### src/rtl/pkdec_pkg.sv
package pkdec_pkg;
   typedef enum logic {
      MODE_DECIM = 1'b0,
      MODE_PEAK  = 1'b1
   } pd_mode_e;
endpackage

### src/rtl/pkdec_interval.sv
module pkdec_interval
   import pkdec_pkg::*;
#(
   parameter int RW = 16
) (
   input  logic          clk,
   input  logic          rst_n,
   input  logic          clr,
   input  logic          in_valid,
   input  logic [RW-1:0] ratio_in,
   input  logic          mode_in,
   output logic          first,
   output logic          close,
   output pd_mode_e      mode_eff
);
   localparam logic [RW-1:0] ONE = {{(RW-1){1'b0}}, 1'b1};

   logic [RW-1:0] cnt_q;
   logic [RW-1:0] ratio_q;
   pd_mode_e      mode_q;
   logic [RW-1:0] ratio_live;
   logic [RW-1:0] ratio_eff;
   logic [RW-1:0] cnt_nxt;

   assign first      = (cnt_q == '0);
   assign ratio_live = (ratio_in == '0) ? ONE : ratio_in;
   assign ratio_eff  = first ? ratio_live : ratio_q;
   assign mode_eff   = first ? pd_mode_e'(mode_in) : mode_q;
   assign cnt_nxt    = cnt_q + ONE;
   assign close      = in_valid && (cnt_nxt == ratio_eff);

   always_ff @(posedge clk or negedge rst_n) begin
      if (!rst_n) begin
         cnt_q   <= '0;
         ratio_q <= ONE;
         mode_q  <= MODE_DECIM;
      end else if (clr) begin
         cnt_q   <= '0;
      end else if (in_valid) begin
         if (first) begin
            ratio_q <= ratio_live;
            mode_q  <= pd_mode_e'(mode_in);
         end
         cnt_q <= close ? '0 : cnt_nxt;
      end
   end
endmodule

### src/rtl/pkdec_track.sv
module pkdec_track #(
   parameter int DW = 8
) (
   input  logic          clk,
   input  logic          rst_n,
   input  logic          in_valid,
   input  logic          first,
   input  logic [DW-1:0] in_data,
   output logic [DW-1:0] min_nxt,
   output logic [DW-1:0] max_nxt,
   output logic [DW-1:0] keep_nxt
);
   localparam logic [DW-1:0] MIN_SEED = {DW{1'b1}};
   localparam logic [DW-1:0] MAX_SEED = {DW{1'b0}};

   logic [DW-1:0] run_min_q;
   logic [DW-1:0] run_max_q;
   logic [DW-1:0] keep_q;
   logic [DW-1:0] min_base;
   logic [DW-1:0] max_base;

   assign min_base = first ? MIN_SEED : run_min_q;
   assign max_base = first ? MAX_SEED : run_max_q;
   assign min_nxt  = (in_data < min_base) ? in_data : min_base;
   assign max_nxt  = (in_data > max_base) ? in_data : max_base;
   assign keep_nxt = first ? in_data : keep_q;

   always_ff @(posedge clk or negedge rst_n) begin
      if (!rst_n) begin
         run_min_q <= MIN_SEED;
         run_max_q <= MAX_SEED;
         keep_q    <= '0;
      end else if (in_valid) begin
         run_min_q <= min_nxt;
         run_max_q <= max_nxt;
         keep_q    <= keep_nxt;
      end
   end
endmodule

### src/rtl/pkdec_emit.sv
module pkdec_emit
   import pkdec_pkg::*;
#(
   parameter int DW = 8
) (
   input  logic          clk,
   input  logic          rst_n,
   input  logic          clr,
   input  logic          close,
   input  pd_mode_e      mode_eff,
   input  logic [DW-1:0] min_nxt,
   input  logic [DW-1:0] max_nxt,
   input  logic [DW-1:0] keep_nxt,
   output logic          out_valid,
   output logic [DW-1:0] out_data,
   output logic          out_last,
   output logic          pend
);
   logic [DW-1:0] pend_data_q;

   always_ff @(posedge clk or negedge rst_n) begin
      if (!rst_n) begin
         out_valid   <= 1'b0;
         out_data    <= '0;
         out_last    <= 1'b0;
         pend        <= 1'b0;
         pend_data_q <= '0;
      end else if (clr) begin
         out_valid   <= 1'b0;
         out_last    <= 1'b0;
         pend        <= 1'b0;
      end else if (close) begin
         out_valid <= 1'b1;
         out_last  <= 1'b0;
         if (mode_eff == MODE_PEAK) begin
            out_data    <= min_nxt;
            pend        <= 1'b1;
            pend_data_q <= max_nxt;
         end else begin
            out_data <= keep_nxt;
            pend     <= 1'b0;
         end
      end else if (pend) begin
         out_valid <= 1'b1;
         out_last  <= 1'b1;
         out_data  <= pend_data_q;
         pend      <= 1'b0;
      end else begin
         out_valid <= 1'b0;
         out_last  <= 1'b0;
      end
   end
endmodule

### src/rtl/peak_decimator.sv
module peak_decimator
   import pkdec_pkg::*;
#(
   parameter int DW = 8,
   parameter int RW = 16
) (
   input  logic          clk,
   input  logic          rst_n,
   input  logic          clr,
   input  logic          in_valid,
   input  logic [DW-1:0] in_data,
   input  logic          peak_mode,
   input  logic [RW-1:0] ratio,
   output logic          out_valid,
   output logic [DW-1:0] out_data,
   output logic          out_last
);
   generate
      if (DW < 2 || DW > 32) begin : g_bad_dw
         $error("peak_decimator: DW out of range");
      end
      if (RW < 1 || RW > 32) begin : g_bad_rw
         $error("peak_decimator: RW out of range");
      end
   endgenerate

   logic          first_w;
   logic          close_w;
   logic          pend_w;
   pd_mode_e      mode_w;
   logic [DW-1:0] min_w;
   logic [DW-1:0] max_w;
   logic [DW-1:0] keep_w;

   pkdec_interval #(.RW(RW)) u_interval (
      .clk      (clk),
      .rst_n    (rst_n),
      .clr      (clr),
      .in_valid (in_valid),
      .ratio_in (ratio),
      .mode_in  (peak_mode),
      .first    (first_w),
      .close    (close_w),
      .mode_eff (mode_w)
   );

   pkdec_track #(.DW(DW)) u_track (
      .clk      (clk),
      .rst_n    (rst_n),
      .in_valid (in_valid && !clr),
      .first    (first_w),
      .in_data  (in_data),
      .min_nxt  (min_w),
      .max_nxt  (max_w),
      .keep_nxt (keep_w)
   );

   pkdec_emit #(.DW(DW)) u_emit (
      .clk       (clk),
      .rst_n     (rst_n),
      .clr       (clr),
      .close     (close_w),
      .mode_eff  (mode_w),
      .min_nxt   (min_w),
      .max_nxt   (max_w),
      .keep_nxt  (keep_w),
      .out_valid (out_valid),
      .out_data  (out_data),
      .out_last  (out_last),
      .pend      (pend_w)
   );
endmodule

### config.mk
export PLATFORM = sky130hd
export DESIGN_NAME = peak_decimator
export DESIGN_NICKNAME = d
export VERILOG_FILES = /design/src/rtl/pkdec_pkg.sv /design/src/rtl/pkdec_interval.sv /design/src/rtl/pkdec_track.sv /design/src/rtl/pkdec_emit.sv /design/src/rtl/peak_decimator.sv
export SDC_FILE = /design/constraint.sdc
export NUM_CORES = 1
export LEC_CHECK = 0
export BUFFER_PORTS_ARGS = -buffer_cell sky130_fd_sc_hd__buf_4
export CAP_MARGIN = 5
export CORE_MARGIN = 4
export CORE_UTILIZATION = 55
export DETAILED_ROUTE_END_ITERATION = 6
export PLACE_DENSITY = 0.74
export SKIP_CTS_REPAIR_TIMING = 1
export SLEW_MARGIN = 20
export SYNTH_ARGS = -nofsm -noshare
export SYNTH_HDL_FRONTEND = slang
export SYNTH_HIERARCHICAL = 1
export SYNTH_SLANG_ARGS = --single-unit
export TNS_END_PERCENT = 30
### constraint.sdc
create_clock -name clk -period 4.93 [get_ports clk]
set_input_delay 0.2465 -clock clk [delete_from_list [all_inputs] [get_ports clk]]
set_output_delay 0.2465 -clock clk [all_outputs]
set_load 0.05 [all_outputs]
# After elaboration in Yosys (flattened, before gate mapping)
# Index checks and enable logic that the tools add are counted.
[word_totals]
reg_bits = 76
out_inout_bits = 10
input_bits = 29
[op_classes]
n_mux = 22
bitwise = 1
n_reduce_logical = 10
n_eq_ne = 1
order_cmp = 2
n_addsub = 1
[ops]
columns = ["cell", "n"]
rows = [
  ["$mux W16", 5],
  ["$mux W8", 8],
  ["$logic_not A16 Y1", 2],
  ["$add A16 B1 Y16 const B", 1],
  ["$eq A16 B16 Y1", 1],
  ["$mux W1", 9],
  ["$gt A8 B8 Y1", 1],
  ["$lt A8 B8 Y1", 1],
  ["$reduce_and A2 Y1", 2],
  ["$reduce_bool A2 Y1", 2],
  ["$reduce_and A3 Y1", 1],
  ["$logic_and A1 B1 Y1", 2],
  ["$logic_not A1 Y1", 1],
  ["$not A1 Y1", 1],
]

# Logic depth before layout (Yosys ltp)
# Gate-level depths: netlist of run 1.
[depth]
depth_word = 8
depth_mapped = 19

# By module
# The synthesis of run 1 kept the hierarchy.
[by_module_without_submodules]
columns = ["module", "n_inst", "seq_area_each_um2", "area_each_um2", "cells_each"]
rows = [
  ["pkdec_interval", 1, 827.0, 2446.1, 247],
  ["pkdec_track", 1, 610.6, 1760.4, 170],
  ["pkdec_emit", 1, 475.5, 884.6, 69],
  ["peak_decimator", 1, 0.0, 13.8, 1],
]

# Worst setup path before layout of run 1
# No wires, ideal clock.
[synth_timing]
path_type = "register -> register"
from = "register u_interval.cnt_q[0]"
to = "register u_emit.out_data[0]"
t_arrival_ps = 3534
setup_slack_ps = 1271
path_stages_with_launch = 20
cell_sequence = "dfrtp_1 buf_2 inv_1 ha_1 nor3b_1 nand4_1 buf_6 clkinv_4 buf_6 clkbuf_1 nor2_1 ha_1 o211ai_1 a21oi_4 a211oi_4 o21ai_4 mux2_4 mux2_2 a22oi_1 a21oi_1"
[synth_between]
elab_chain_cells = 6
elab_cells_between_ends = 14
[synth_lines]
columns = ["element", "line", "rtl"]
rows = [
  ["start, declared", "pkdec_interval.sv:18", "logic [RW-1:0] cnt_q;"],
  ["start signal, assigned", "pkdec_interval.sv:44", "cnt_q <= close ? '0 : cnt_nxt;"],
  ["$logic_not A16 Y1 *", "pkdec_interval.sv:25", "assign first = (cnt_q == '0);"],
  ["named net first_w", "peak_decimator.sv:27", "logic first_w;"],
  ["$mux W8 *", "pkdec_track.sv:22", "assign min_base = first ? MIN_SEED : run_min_q;"],
  ["$lt A8 B8 Y1", "pkdec_track.sv:24", "assign min_nxt = (in_data < min_base) ? in_data : min_base;"],
  ["$mux W8 *", "pkdec_track.sv:24", ""],
  ["named net min_w[0]", "peak_decimator.sv:31", "logic [DW-1:0] min_w;"],
  ["$mux W8 *", "pkdec_emit.sv:35", "if (mode_eff == MODE_PEAK) begin"],
  ["$mux W8 *", "pkdec_emit.sv:32", "end else if (close) begin"],
  ["end signal, assigned", "pkdec_emit.sv:36", "out_data <= min_nxt;"],
  ["end signal, assigned", "pkdec_emit.sv:40", "out_data <= keep_nxt;"],
  ["end signal, assigned", "pkdec_emit.sv:46", "out_data <= pend_data_q;"],
  ["end, declared", "pkdec_emit.sv:15", "output logic [DW-1:0] out_data,"],
]
# Mark *: on every way through the listed nets, which the timed path passes. The rest lies on a longest branch.
# A chain may end at the register's enable or synchronous reset.

# Worst setup path in the final report of run 1
[layout_timing]
from = "register u_interval.cnt_q[0]"
to = "register u_emit.out_data[0]"
[layout_between]
elab_chain_cells = 6
elab_cells_between_ends = 14
[layout_lines]
columns = ["element", "line", "rtl"]
rows = [
  ["$logic_not A16 Y1 *", "pkdec_interval.sv:25", ""],
  ["named net first_w", "peak_decimator.sv:27", ""],
  ["$mux W16 *", "pkdec_interval.sv:27", "assign ratio_eff = first ? ratio_live : ratio_q;"],
  ["$eq A16 B16 Y1 *", "pkdec_interval.sv:30", "assign close = in_valid && (cnt_nxt == ratio_eff);"],
  ["$logic_and A1 B1 Y1 *", "pkdec_interval.sv:30", ""],
  ["named net close_w", "peak_decimator.sv:28", "logic close_w;"],
  ["$reduce_bool A2 Y1 (no line)", "--", ""],
  ["$reduce_and A2 Y1 (no line)", "--", ""],
]
# Marks and branches as above.

==> run summary, run 1 <==
fraction of layout cells with a size suffix above 1 - 0.266
Clock Sink Count - 76
VDD IR max - 0.000183 V
drt drc - 0
RSZ-0062 raised after global routing - no
Post-Syn Area - 5100 um2
worst rel slew slack - 0.355
Worst path most repeated cell - nor2_1
Total Power - 1840 uW
Port Buffer Count - 38
initial DRC count - 307
wire length per cell - 19.0 um
Final min period - 4.25 ns
Avg Cell Area, Syn - 10.5 um2
Num CTS Buffers - 9
Vias/cell - 6.21
sequential share of the synthesized area - 0.375
core area - 8890 um2
CTS H-tree depth - 3
first-pass GRT wire length - 19900 um
Cell Pwr Density - 331 nW/um2
via count - 3875
final hold vios - 0
CP max stage delay - 0.55 ns
WS Path Type - reg -> reg
status - complete, no violations
Antenna Violating Nets Remaining - 0
CP Data Required Time - 5.21 ns
vias in the first global route - 3841
grt ovf - 0
Die Wd - 104 um
Period Utilization, post-route - 0.861
root buf cell - clkbuf_8
hold crit path type - in -> async
Startpoint Class - flop
total track usage - 0.226
Multi-input gate area - 2870 um2
Top delay family on crit path - simple AND/OR/NAND/NOR gates
buffer and inverter count on the worst path - 2
count of final setup violators - 0
CTS tree - yes
top post-synthesis cells by area - dfrtp_1 33%, mux2_2 9.7%, mux2i_1 4.7%
Antenna diodes - 0
static leakage power - 0.00239 uW
Layout Nets - 557
FILL cells - 711
Row Count - 34
First-pass DRT Iterations - 5
Post-synth EDFFs - 0
die area - 10900 um2
clock skew - 0.0124 ns
crit end category - flop
area delta synth->final - 9.04%
critical path peak fanout - 31
later-pin clock latency in the skew report - 0.36 ns
Die H - 104 um
Post-Syn Instances - 487
Arr. time, crit path - 4.52 ns
Reg area - 1910 um2
Slowest cell on crit path - or4_1
clock slew at reported path FFs - 0.09 ns
Async S/R FF share, synth - 1.00
syn_nets - 533
synth unique cells - 70
antenna violations before repair - 0
area leader, netlist - dfrtp_1
crit-path cells - inv_1 > ha_1 > nor3b_1 > nand4_1 > clkinv_4 > a311oi_4 > xor2_1 > a2111o_1 > or4_1 > nor2_1 > o21ba_1 > nor2_1 > a21oi_1
Max Freq - 236 MHz
DPL Wire Length - 8590 um
Slew Limit Fails - 0
Post-synth top flop - dfrtp_1
post-route setup TNS - 0 ns
largest net degree at the start of global routing - 77
actual slew at the worst max-slew pin - 0.967 ns
I/O pins - 39
Max-Cap Viols - 0
RePlAce Congestion - 0.915
Yosys top cell area share - 0.328
Warnings, synthesis - 6
final wirelength - 11800 um
register bit count reported by yosys - 76
initial core utilization - 0.574
Longest Clk Path Bufs - 2
==> sequential cells by signal, indices dropped and copies added (netlist names), 8 cells and up <==
name / flops
u_emit/out_data: 8
u_track/run_min_q: 8
u_interval/ratio_q: 16
u_interval/cnt_q: 16
u_emit/pend_data_q: 8
u_track/run_max_q: 8
u_track/keep_q: 8
==> layout make-up <==
class | count | area share
flip-flops and latches | 76 | 0.344
clock buffers | 10 | 0.0247
repair buffers | 42 | 0.0566
inverters | 32 | 0.0225
well taps | 108 | 0.0243
multi-input cells | 350 | 0.516
clock inverters | 6 | 0.0126
==> layer usage <==
metal,GRT usage,part of all wire,vias to the layer above
met5,0,0,-
met4,0.0788,0.013,0
met3,0.0490,0.065,14
met2,0.320,0.44,125
met1,0.339,0.48,1922
li1,-,-,1814
==> worst register-to-register path: stages (launching register included) <==
cell      delay (ns)
dfrtp_1         0.54
inv_1           0.08
ha_1            0.19
nor3b_1         0.14
nand4_1         0.29
clkinv_4        0.32
a311oi_4        0.42
xor2_1          0.12
a2111o_1        0.30
or4_1           0.55
nor2_1          0.43
o21ba_1         0.54
nor2_1          0.08
a21oi_1         0.15
==> cell families (layout without fill, tap and decap cells) <==
group	after synthesis	after routing	share of synthesized area
AO/OA/AOI/OAI	88	88	0.147
AND/OR/NAND/NOR	135	135	0.145
flip-flops	76	76	0.375
adder cells (fa/ha/maj)	17	17	0.0417
multiplexers	75	75	0.161
XOR/XNOR	35	35	0.0681
buffers and inverters	61	90	0.0630
==> synth_stat cells (9+ instances only) <==
library cell,count
nand2_1,23
ha_1,17
nor2_1,50
mux2_2,44
inv_1,30
nand3_1,11
a21oi_1,15
dfstp_2,9
dfrtp_1,67
nand4_1,10
xor2_1,10
xnor2_1,22
mux2i_1,24
==> metrics by stage <==
stage                     utilization  hold slack (ns)  instances  setup slack (ns)  instance area [um2]
after CTS                       0.626           0.0737        624             0.710                 5570
after global placement          0.603            0.451        608             0.933                 5360
after global routing            0.626            0.105        624             0.372                 5570
final                           0.626           0.0163        624             0.684                 5570
after floorplan                     -          -0.0491        487              1.27                 5100
after detailed placement        0.603            0.468        608             0.783                 5360
==> placed cells by master, fill, tap and decap left out, types with 4 or more instances in the layout <==
master	synthesis	routed
a22o_1	5	5
mux2_2	44	44
a221o_1	8	8
o22ai_1	8	8
dfstp_2	9	9
mux2_1	5	5
nor4_1	8	8
a22oi_2	6	6
a21oi_1	15	15
nand2b_1	4	4
buf_4	4	42
mux2i_1	24	24
nand4_1	10	10
inv_1	30	30
nand3_1	11	11
ha_1	17	17
a22oi_1	8	8
nor3_1	4	4
o21ai_0	5	5
nor2_1	50	50
clkbuf_8	0	10
dfrtp_1	67	67
and4_1	4	4
xor2_1	10	10
xnor2_1	22	22
o22a_1	8	8
nand2_1	23	23
==> power by group <==
part / total (uW) / internal, uW / switching, uW
Combinational: 549 / 258 / 292
Clock: 506 / 251 / 255
Sequential: 786 / 733 / 52.6
==> final timing paths <==
kind	startpoint	endpoint	slack, ns	depth (start not counted)
setup / recovery	u_interval/cnt_q[0]	u_emit/out_data[0]	0.68	13
hold / removal	rst_n	u_emit/pend_data_q[5]	0.02	1
setup reg to reg	u_interval/cnt_q[0]	u_emit/out_data[0]	0.68	13
hold reg to reg	u_track/keep_q[6]	u_track/keep_q[6]	0.51	1
max in group asynchronous	rst_n	u_track/run_max_q[2]	4.25	1
min in group clk	ratio[12]	u_interval/ratio_q[12]	0.13	2
(Power assumes the default switching activity.)
==> inputs of run 2 (changes only) <==
Settings changed: ABC_AREA set to 1, CAP_MARGIN 5 to 15.
==> run 2 against run 1 <==
Against the previous run:
- setup slack improved by 0.62 ns
- die area rose by 6.4%
- critical path depth rose by 5
- first-iteration DRC count fell by 6.5%
- maximum frequency rose by 17%
- area after synthesis rose by 7.0%
- critical path type unchanged
- highest routed layer unchanged
==> run summary, run 2 <==
crit end category - flop
DP Worst Slack - 1.36 ns
Arr. time, crit path - 3.93 ns
Async S/R FF share, synth - 1.00
Sw Share - 0.371
Core Util, Final - 0.612
Layout Nets - 886
post-route setup TNS - 0 ns
static leakage power - 0.00317 uW
Post-Syn Area - 5460 um2
CTS H-tree depth - 3
actual slew at the worst max-slew pin - 0.974 ns
critical path depth - 18
clock slew at reported path FFs - 0.09 ns
Clock Sink Count - 76
sequential share of the synthesized area - 0.350
CP Data Required Time - 5.23 ns
hold crit path type - in -> async
initial core utilization - 0.561
Slowest cell on crit path - nor2_2
Fin Hold WS - 0.0109 ns
Clk network pwr share - 0.274
First-pass DRT Iterations - 5
register bit count reported by yosys - 76
Top delay family on crit path - simple AND/OR/NAND/NOR gates
Post-synth top flop - dfrtp_1
Antenna diodes - 0
Max Freq - 276 MHz
commonest non-fill, non-tap cell in the layout - nand2_1
crit-path cells - inv_1 > ha_1 > nand2_2 > nor2_4 > nand2_4 > nand2_1 > nand2_1 > nand2_1 > nand2_1 > nor2_1 > nand2_1 > nor2_4 > nand2_4 > nor2_2 > nand3_2 > inv_2 > nand2_1 > o21ai_1
commonest cells after routing, fill and taps aside - 271 x nand2_1, 97 x inv_1, 92 x nor2_1
Die Wd - 108 um
largest net degree at the start of global routing - 77
Yosys top cell area share - 0.307
count leader, synth - nand2_1
vias in the first global route - 5094
Antenna Violating Nets Remaining - 0
top post-synthesis cells by area - dfrtp_1 31%, nand2_1 19%, inv_1 6.7%
Post-synth EDFFs - 0
initial DRC count - 287
Longest Clk Path Bufs - 2
drt drc - 0
Seq pwr share - 0.439
Die H - 108 um
count of final setup violators - 0
FILL cells - 907
Gate power share - 0.286
DPL Wire Length - 9800 um
Int Pwr - 1070 uW
total track usage - 0.248
Warnings, synthesis - 6
synth unique cells - 32
Post-synth top cells - 271 x nand2_1, 97 x inv_1, 94 x nor2_1
core area - 9730 um2
root buf cell - clkbuf_8
Post-Syn Instances - 812
Slew Limit Fails - 0
grt ovf - 0
CTS tree - yes
CP max stage delay - 0.70 ns
WS Path Type - reg -> reg
Port Buffer Count - 38
Startpoint Class - flop
critical path peak fanout - 20
buffer and inverter count on the worst path - 2
Vias/cell - 5.22
clock skew - 0.0136 ns
Worst path most repeated cell - nand2_1
I/O pins - 39
via count - 5108
fraction of layout cells with a size suffix above 1 - 0.153
final worst setup slack - 1.30 ns
Largest regs - u_interval/cnt_q (16), u_interval/ratio_q (16)
Psw - 630 uW
worst rel slew slack - 0.351
later-pin clock latency in the skew report - 0.37 ns
Cell Pwr Density - 285 nW/um2
Max-Cap Viols - 0
wire length per cell - 13.8 um
R2R depth - 18
Avg Cell Area, Syn - 6.73 um2
final hold vios - 0
RePlAce Congestion - 0.910
area leader, netlist - dfrtp_1
antenna violations before repair - 0
final wirelength - 13500 um
Period Utilization, post-route - 0.736
syn_nets - 858
Final min period - 3.63 ns
first-pass GRT wire length - 22800 um
area delta synth->final - 9.00%
VDD IR max - 0.000139 V
RSZ-0062 raised after global routing - no
Row Count - 36
status - complete, no violations
die area - 11600 um2
Num CTS Buffers - 9
[run 2: cell count changes after synthesis, moves of 24 or more]
| cell | delta |
|---|---|
| mux2_2 | -44 |
| nand3_1 | +61 |
| inv_1 | +67 |
| o21ai_0 | +31 |
| mux2i_1 | -24 |
| nand2_2 | +25 |
| nor2_1 | +44 |
| nand2_1 | +248 |
[run 2: final cells by class]
type / instances / area [um2] / share of cell area
sequential: 76 / 1910 / 0.321
multi-input combinational: 610 / 3000 / 0.504
inverter: 102 / 383 / 0.0643
timing repair buffer: 41 / 308 / 0.0517
tap: 133 / 166 / 0.0280
clock inverter: 7 / 57.6 / 0.00967
clock buffer: 9 / 124 / 0.0208
[run 2: worst reg2reg max path: stages (launching register included)]
cell	delay (ns)
dfrtp_1	0.45
inv_1	0.13
ha_1	0.22
nand2_2	0.08
nor2_4	0.35
nand2_4	0.23
nand2_1	0.13
nand2_1	0.08
nand2_1	0.07
nand2_1	0.05
nor2_1	0.10
nand2_1	0.09
nor2_4	0.14
nand2_4	0.18
nor2_2	0.70
nand3_2	0.15
inv_2	0.25
nand2_1	0.09
o21ai_1	0.08
[run 2: per-layer routing]
metal | share of wire | routed length [um] | vias up | global-route usage
met5 | 0 | 0 | - | 0
met4 | 0.050 | 682 | 0 | 0.149
met2 | 0.49 | 6650 | 160 | 0.429
met1 | 0.41 | 5580 | 2329 | 0.292
li1 | - | - | 2575 | -
met3 | 0.044 | 599 | 44 | 0.0330
[run 2: kinds of logic (layout without fill, tap and decap cells)]
logic type / Yosys count / after routing / share of synthesized area
simple gates: 523 / 523 / 0.436
buf+inv: 126 / 159 / 0.101
flops: 76 / 76 / 0.350
compound gates: 65 / 65 / 0.0641
fa+ha+maj: 17 / 17 / 0.0389
xor+xnor: 5 / 5 / 0.00939
[run 2: stage by stage]
| stage | power (uW) | std cells | area (um2) |
|---|---|---|---|
| after global placement | 1220 | 962 | 5770 |
| after CTS | 1710 | 978 | 5950 |
| after floorplan | 1110 | 812 | 5460 |
| after global routing | 1820 | 978 | 5950 |
| final | 1700 | 978 | 5950 |
| after detailed placement | 1240 | 962 | 5770 |
[run 2: worst paths after layout]
path / startpoint / slack, ns / to
max: u_interval/cnt_q[0] / 1.30 / u_emit/pend_data_q[3]
min: rst_n / 0.01 / u_track/keep_q[0]
max reg2reg: u_interval/cnt_q[0] / 1.30 / u_emit/pend_data_q[3]
min reg2reg: u_track/run_min_q[2] / 0.47 / u_track/run_min_q[2]
max in group asynchronous: rst_n / 4.27 / u_interval/cnt_q[8]
min in group clk: ratio[15] / 0.25 / u_interval/ratio_q[15]
[run 2: power groups by stage]
stage / Clock [uW] / Combinational [uW] / Sequential, uW
6_report: 466 / 487 / 747
4_1_cts: 479 / 483 / 747
3_5_place_dp: 0 / 481 / 758
3_3_place_gp: 0 / 464 / 755
2_1_floorplan: 0 / 362 / 750
5_1_grt: 505 / 557 / 756
